--- src/rtl/dntmr_pkg.sv ---
package dntmr_pkg;

    typedef enum logic [1:0] {
        SRC_SYS_HALF  = 2'b00,
        SRC_USER      = 2'b01,
        SRC_SLOW      = 2'b10,
        SRC_SLOW_WAKE = 2'b11
    } src_sel_e;

    typedef enum logic {
        ST_HALT  = 1'b0,
        ST_COUNT = 1'b1
    } cnt_state_e;

    typedef struct packed {
        src_sel_e src;
        logic     out_en;
        logic     irq_en;
        logic     run;
    } ctl_t;

    localparam int CTL_RUN_BIT  = 0;
    localparam int CTL_IRQ_BIT  = 1;
    localparam int CTL_OUT_BIT  = 2;
    localparam int CTL_SRC_LSB  = 4;
    localparam int CTL_USED_W   = 6;

endpackage

--- src/rtl/dntmr_sync_edge.sv ---
module dntmr_sync_edge #(
    parameter int STAGES = 2
) (
    input  logic clk,
    input  logic rst_n,
    input  logic async_in,
    output logic rise_o
);
    logic [STAGES-1:0] sync_q;
    logic              last_q;

    generate
        if (STAGES == 1) begin : g_one
            always_ff @(posedge clk or negedge rst_n) begin
                if (!rst_n) sync_q <= '0;
                else        sync_q <= async_in;
            end
        end else begin : g_many
            always_ff @(posedge clk or negedge rst_n) begin
                if (!rst_n) sync_q <= '0;
                else        sync_q <= {sync_q[STAGES-2:0], async_in};
            end
        end
    endgenerate

    always_ff @(posedge clk or negedge rst_n) begin
        if (!rst_n) last_q <= 1'b0;
        else        last_q <= sync_q[STAGES-1];
    end

    assign rise_o = sync_q[STAGES-1] & ~last_q;
endmodule

--- src/rtl/dntmr_tick.sv ---
module dntmr_tick
    import dntmr_pkg::*;
#(
    parameter int SYNC_STAGES = 2
) (
    input  logic     clk,
    input  logic     rst_n,
    input  src_sel_e src,
    input  logic     user_in,
    input  logic     slow_in,
    output logic     tick_o
);
    logic half_q;
    logic user_rise;
    logic slow_rise;

    always_ff @(posedge clk or negedge rst_n) begin
        if (!rst_n) half_q <= 1'b0;
        else        half_q <= ~half_q;
    end

    dntmr_sync_edge #(.STAGES(SYNC_STAGES)) u_user_sync (
        .clk      (clk),
        .rst_n    (rst_n),
        .async_in (user_in),
        .rise_o   (user_rise)
    );

    dntmr_sync_edge #(.STAGES(SYNC_STAGES)) u_slow_sync (
        .clk      (clk),
        .rst_n    (rst_n),
        .async_in (slow_in),
        .rise_o   (slow_rise)
    );

    always_comb begin
        unique case (src)
            SRC_SYS_HALF:  tick_o = half_q;
            SRC_USER:      tick_o = user_rise;
            SRC_SLOW,
            SRC_SLOW_WAKE: tick_o = slow_rise;
        endcase
    end
endmodule

--- src/rtl/dntmr_regs.sv ---
module dntmr_regs
    import dntmr_pkg::*;
#(
    parameter int W = 16
) (
    input  logic         clk,
    input  logic         rst_n,
    input  logic         bus_sel,
    input  logic         bus_wr,
    input  logic         bus_addr,
    input  logic [W-1:0] bus_wdata,
    input  logic [W-1:0] count_i,
    output logic [W-1:0] bus_rdata,
    output ctl_t         ctl_o,
    output logic         ld_req_o
);
    localparam int PAD_W = W - CTL_USED_W;

    ctl_t ctl_q;
    logic ctl_wr;
    logic wdata_unused;

    assign ctl_wr       = bus_sel & bus_wr & bus_addr;
    assign ld_req_o     = bus_sel & bus_wr & ~bus_addr;
    assign wdata_unused = ^{bus_wdata[W-1:CTL_USED_W], bus_wdata[3]};

    always_ff @(posedge clk or negedge rst_n) begin
        if (!rst_n) begin
            ctl_q.src    <= SRC_SYS_HALF;
            ctl_q.out_en <= 1'b0;
            ctl_q.irq_en <= 1'b0;
            ctl_q.run    <= 1'b0;
        end else if (ctl_wr) begin
            ctl_q.src    <= src_sel_e'(bus_wdata[CTL_SRC_LSB +: 2]);
            ctl_q.out_en <= bus_wdata[CTL_OUT_BIT];
            ctl_q.irq_en <= bus_wdata[CTL_IRQ_BIT];
            ctl_q.run    <= bus_wdata[CTL_RUN_BIT];
        end
    end

    always_comb begin
        if (bus_addr)
            bus_rdata = {{PAD_W{1'b0}}, ctl_q.src, 1'b0,
                         ctl_q.out_en, ctl_q.irq_en, ctl_q.run};
        else
            bus_rdata = count_i;
    end

    assign ctl_o = ctl_q;
endmodule

--- src/rtl/dntmr_core.sv ---
module dntmr_core
    import dntmr_pkg::*;
#(
    parameter int W = 16
) (
    input  logic         clk,
    input  logic         rst_n,
    input  logic         run,
    input  logic         irq_en,
    input  logic         out_en,
    input  logic         wake_mode,
    input  logic         tick,
    input  logic         ld_req,
    input  logic [W-1:0] ld_val,
    input  logic         sleep_in,
    output logic [W-1:0] count_o,
    output logic         irq_o,
    output logic         wake_o,
    output logic         tmr_out
);
    localparam logic [W-1:0] ONE = {{(W-1){1'b0}}, 1'b1};

    cnt_state_e state_q, state_d;
    logic [W-1:0] count_q, reload_q;
    logic         tog_q, irq_q, wake_q;
    logic         step, underflow;

    // state register
    always_ff @(posedge clk or negedge rst_n) begin
        if (!rst_n) state_q <= ST_HALT;
        else        state_q <= state_d;
    end

    // transitions
    always_comb begin
        state_d = state_q;
        unique case (state_q)
            ST_HALT:  if (run)  state_d = ST_COUNT;
            ST_COUNT: if (!run) state_d = ST_HALT;
        endcase
    end

    // state outputs
    always_comb begin
        step      = 1'b0;
        underflow = 1'b0;
        unique case (state_q)
            ST_HALT: ;
            ST_COUNT: begin
                step      = tick & ~ld_req;
                underflow = tick & ~ld_req & (count_q == '0);
            end
        endcase
    end

    always_ff @(posedge clk or negedge rst_n) begin
        if (!rst_n) begin
            count_q  <= '0;
            reload_q <= '0;
            tog_q    <= 1'b0;
            irq_q    <= 1'b0;
            wake_q   <= 1'b0;
        end else begin
            if (ld_req) begin
                reload_q <= ld_val;
                count_q  <= ld_val;
            end else if (underflow) begin
                count_q  <= reload_q;
            end else if (step) begin
                count_q  <= count_q - ONE;
            end
            tog_q  <= tog_q ^ underflow;
            irq_q  <= underflow & irq_en;
            wake_q <= underflow & wake_mode & sleep_in;
        end
    end

    assign count_o = count_q;
    assign irq_o   = irq_q;
    assign wake_o  = wake_q;
    assign tmr_out = tog_q & out_en;
endmodule

--- src/rtl/dntmr_top.sv ---
module dntmr_top
    import dntmr_pkg::*;
#(
    parameter int W           = 16,
    parameter int SYNC_STAGES = 2
) (
    input  logic         clk,
    input  logic         rst_n,
    input  logic         bus_sel,
    input  logic         bus_wr,
    input  logic         bus_addr,
    input  logic [W-1:0] bus_wdata,
    output logic [W-1:0] bus_rdata,
    input  logic         user_in,
    input  logic         slow_clk_in,
    input  logic         sleep_in,
    output logic         irq_o,
    output logic         wake_o,
    output logic         tmr_out
);
    ctl_t         ctl;
    logic         ld_req;
    logic         tick;
    logic [W-1:0] count;

    dntmr_regs #(.W(W)) u_regs (
        .clk       (clk),
        .rst_n     (rst_n),
        .bus_sel   (bus_sel),
        .bus_wr    (bus_wr),
        .bus_addr  (bus_addr),
        .bus_wdata (bus_wdata),
        .count_i   (count),
        .bus_rdata (bus_rdata),
        .ctl_o     (ctl),
        .ld_req_o  (ld_req)
    );

    dntmr_tick #(.SYNC_STAGES(SYNC_STAGES)) u_tick (
        .clk     (clk),
        .rst_n   (rst_n),
        .src     (ctl.src),
        .user_in (user_in),
        .slow_in (slow_clk_in),
        .tick_o  (tick)
    );

    dntmr_core #(.W(W)) u_core (
        .clk       (clk),
        .rst_n     (rst_n),
        .run       (ctl.run),
        .irq_en    (ctl.irq_en),
        .out_en    (ctl.out_en),
        .wake_mode (ctl.src == SRC_SLOW_WAKE),
        .tick      (tick),
        .ld_req    (ld_req),
        .ld_val    (bus_wdata),
        .sleep_in  (sleep_in),
        .count_o   (count),
        .irq_o     (irq_o),
        .wake_o    (wake_o),
        .tmr_out   (tmr_out)
    );
endmodule

--- config.mk ---
export PLATFORM = sky130hd
export DESIGN_NAME = dntmr_top
export DESIGN_NICKNAME = d
export VERILOG_FILES = /design/src/rtl/dntmr_pkg.sv /design/src/rtl/dntmr_sync_edge.sv /design/src/rtl/dntmr_tick.sv /design/src/rtl/dntmr_regs.sv /design/src/rtl/dntmr_core.sv /design/src/rtl/dntmr_top.sv
export SDC_FILE = /design/constraint.sdc
export NUM_CORES = 1
export LEC_CHECK = 0
export BUFFER_PORTS_ARGS = -buffer_cell sky130_fd_sc_hd__buf_4
export CAP_MARGIN = 20
export CORE_ASPECT_RATIO = 0.8
export CORE_MARGIN = 3
export CORE_UTILIZATION = 45
export CTS_BUF_LIST = sky130_fd_sc_hd__clkbuf_16
export CTS_CLUSTER_DIAMETER = 80
export DETAILED_ROUTE_END_ITERATION = 6
export PLACE_DENSITY = 0.69
export SYNTH_ARGS = -nofsm -noshare
export SYNTH_HDL_FRONTEND = slang
export SYNTH_SLANG_ARGS = --single-unit
--- constraint.sdc ---
create_clock -name clk -period 5.3 [get_ports clk]
set_clock_uncertainty 0.15 [all_clocks]
set_input_delay 1.325 -clock clk [delete_from_list [all_inputs] [get_ports clk]]
set_output_delay 1.325 -clock clk [all_outputs]
set_load 0.005 [all_outputs]
==> key figures <==
Yosys
  • Largest family of logic cells by synthesized area: simple AND/OR/NAND/NOR gates
  • Leading area contributor after synthesis: dfrtp_1
  • Most used DFF post-synth: dfrtp_1
  • Top cells by area, synth: dfrtp_1 (50%), nand2_1 (9.8%), mux2_2 (3.3%), nor2b_1 (3.2%), nor2_1 (2.5%)
  • Post-synthesis mux area share: 5.47%
  • Synth top area share: 50.5%
  • Distinct cells, synth: 48
  • Syn_area_per_cell: 9.33 um2
  • Simple-Gate Fraction of Synth Area: 27.6%
  • Synth Area in Compound Gates: 11.8%
  • Most frequent cell after synthesis: nand2_1
  • #FFs+latches synth: 48
  • Commonest cells in the netlist: nand2_1 (62), dfrtp_1 (48), nor2_1 (16)
  • Ys async rst share: 100%
  • Cell Area, Synth: 0.00238 mm2
  • Ys Warns: 0
  • Number of flops mapped to enable cells by yosys: 0
  • Post-synthesis xor/xnor area fraction: 0.736%
  • Area share of fa/ha/maj cells after synthesis: 0.526%
  • Sequential-to-total area share from yosys stat: 50.5%
  • Post-synthesis instance total: 255
  • Syn Nets: 280

Timing
  • Final Hold Vio Count: 0
  • Slew @ Worst Pin: 0.773 ns
  • Max Slew Vio Count: 0
  • Fin crit share: 67.4%
  • Highest Clock Rate: 280 MHz
  • RSZ-0062 raised after global routing: false
  • Final setup fails: 0
  • Max-slew headroom: 48.1%
  • Setup TNS: 0 ns
  • Tmin final: 3.57 ns

Critical path
  • RR Endpoint: u_core.count_o[3]
  • R2R depth: 6
  • Nature of the critical path endpoint: flop
  • Reg2Reg Launch Point: u_core.count_o[4]
  • Crit path DAT: 3.59 ns
  • Crit path to: u_core.count_o[3]
  • WP data required: 5.31 ns
  • Setup Crit Path Kind: input pin to flop
  • Flop2flop setup slack: 2.29 ns
  • CP startpoint: bus_addr
  • CP Max Fanout: 29
  • Crit start category: input pin

Die
  • Area of the core: 0.00506 mm2
  • Starting Density: 47.0%
  • Die H: 71.0 um
  • I/O Pins: 43
  • Die width: 87.3 um
  • FP Rows: 23
  • Die Area: 0.00620 mm2

Drt
  • DRC: 0
  • Final wirelength: 5690 um
  • Initial DRC count: 134
  • Vias per cell: 5.59
  • DRT Pass-1 Iters: 4
  • Post-route ant nets: 0
  • DR WL/cell: 15.9 um
  • Detailed-route via count: 2,003

Global routing
  • Largest net degree at the start of global routing: 49
  • Grt total ovfl: 0
  • Initial antenna violation count: 0
  • Vias in the first global route: 1,948
  • First-pass GRT wire length: 9570 um
  • Global Route Usage Sum: 19.7%

CTS
  • CTS Hold Bufs: 0
  • H-Tree Level Count: 2
  • Post-CTS setup buffers: 0
  • Clk slew on worst S/H paths: 0.06 ns
  • TritonCTS clock tree: built
  • CTS Buf Count: 5
  • Clk_lat worst skew: 0.28 ns
  • Max Root-Sink Buffers: 2
  • Sink Count: 48
  • CTS resizes: 0
  • Root buf cell: clkbuf_16

Finish
  • Antenna cells: 0
  • Layout area overhead: 21.8%
  • Finished layout cell area: 0.00290 mm2
  • Fillers: 460
  • Nets: 320
  • Share of cells above drive strength 1: 23.0%
  • Core Util, Final: 57.2%

Placement
  • Post-DP HPWL: 3900 um
  • RD Place Congestion: 0.834
  • Cell Area, Placed: 0.00273 mm2
  • Port-buffer cells: 42

Pwr
  • Cell leakage power: 0.00139 uW
  • Total power: 1150 uW
  • Peak supply drop: 0.248 mV
  • Pwr per Cell Area: 396 mW/mm2

Run
  • Max Cap Violations: 0

Worst hold path
  • Worst hold-check path type: flop to flop

Outcome
  • Status: finished clean
==> worst max-delay path, cell delays in order <==
cell and delay [ns]:
buf_4 0.23, nand3b_1 0.15, buf_4 0.31, nand4_1 0.19, nor4_4 0.76, mux2_1 0.39
a22oi_1 0.15, o21ai_1 0.07
==> layout by cell type, fill, tap and decap left out, types with 2 or more instances in the layout <==
cell / synthesis / routed
dfrtp_1: 48 / 48
clkbuf_16: 0 / 5
nand2_1: 62 / 62
mux2_2: 7 / 7
o311ai_0: 3 / 3
or3_1: 4 / 4
nand3_1: 10 / 10
buf_4: 0 / 44
nor2_1: 16 / 16
or4_1: 2 / 2
and2_1: 2 / 2
xor2_1: 2 / 2
nor4_1: 3 / 3
mux2i_1: 4 / 4
nor2b_1: 12 / 12
nor3_1: 10 / 10
a31oi_1: 2 / 2
o21ai_0: 11 / 11
inv_1: 6 / 6
nand3b_1: 2 / 2
a21oi_1: 7 / 7
nor2_2: 3 / 3
o211ai_1: 5 / 5
==> worst min-delay path by stage <==
stage	start	endpoint	slack, ns	cells after the start
3_3_place_gp	u_tick.u_user_sync.sync_q[0]	u_tick.u_user_sync.sync_q[1]	0.18	0
3_5_place_dp	u_tick.u_slow_sync.sync_q[0]	u_tick.u_slow_sync.sync_q[1]	0.19	0
2_1_floorplan	u_tick.u_slow_sync.sync_q[0]	u_tick.u_slow_sync.sync_q[1]	0.18	0
6_report	u_tick.u_slow_sync.sync_q[0]	u_tick.u_slow_sync.sync_q[1]	0.20	0
5_1_grt	u_tick.u_slow_sync.sync_q[0]	u_tick.u_slow_sync.sync_q[1]	0.22	0
4_1_cts	u_tick.u_slow_sync.sync_q[0]	u_tick.u_slow_sync.sync_q[1]	0.20	0
==> metrics by stage <==
stage                     instances  hold WS [ns]  setup WS (ns)
after floorplan                 255         0.181           1.86
after global placement          350         0.182           1.49
after detailed placement        350         0.186           1.45
after CTS                       358         0.200           1.74
after global routing            358         0.218           1.59
final                           358         0.197           1.73
==> area by class of cell <==
type / instances / area (um2) / area share (%)
Tap cell: 62 / 77.6 / 2.68
Timing Repair Buffer: 44 / 330 / 11.4
Multi-Input combinational cell: 190 / 1100 / 37.9
Sequential cell: 48 / 1200 / 41.5
Clock buffer: 5 / 125 / 4.32
Inverter: 6 / 22.5 / 0.778
Clock inverter: 3 / 42.5 / 1.47
==> layer usage <==
layer  routed length [um]  share of wire [%]  vias up  GRT usage, %
met5                    0                  0        -             0
met4                   46               0.81        0          6.30
met3                  381                6.7        5          4.31
met2                 2520                 44       58          28.8
met1                 2740                 48      972          29.1
li1                     -                  -      968             -
==> power breakdown <==
part | leakage (uW) | total, uW | switching (uW) | internal (uW)
Combinational | 0.000728 | 279 | 144 | 135
Clock | 0.0000798 | 354 | 132 | 221
Sequential | 0.000585 | 513 | 77.5 | 435
Total | 0.00139 | 1150 | 354 | 792
==> state kept, by name (all words and copies together), names as in the netlist <==
name / flops
u_core.state_q: 1
u_tick.half_q: 1
u_core.irq_o: 1
u_core.tog_q: 1
u_core.wake_o: 1
u_tick.u_user_sync.sync_q: 2
u_core.count_o: 16
u_tick.u_slow_sync.last_q: 1
u_tick.u_slow_sync.sync_q: 2
u_core.reload_q: 16
u_tick.u_user_sync.last_q: 1
u_regs.ctl_o: 5
==> logic make-up (layout without fill, tap and decap cells) <==
| kind of cell | count (synthesis) | in the layout |
|---|---|---|
| simple gates | 134 | 134 |
| flops | 48 | 48 |
| compound gates | 41 | 41 |
| buf+inv | 17 | 58 |
| mux | 12 | 12 |
| xor+xnor | 2 | 2 |
| fa+ha+maj | 1 | 1 |
No activity file was read; power rests on OpenSTA's default activity.
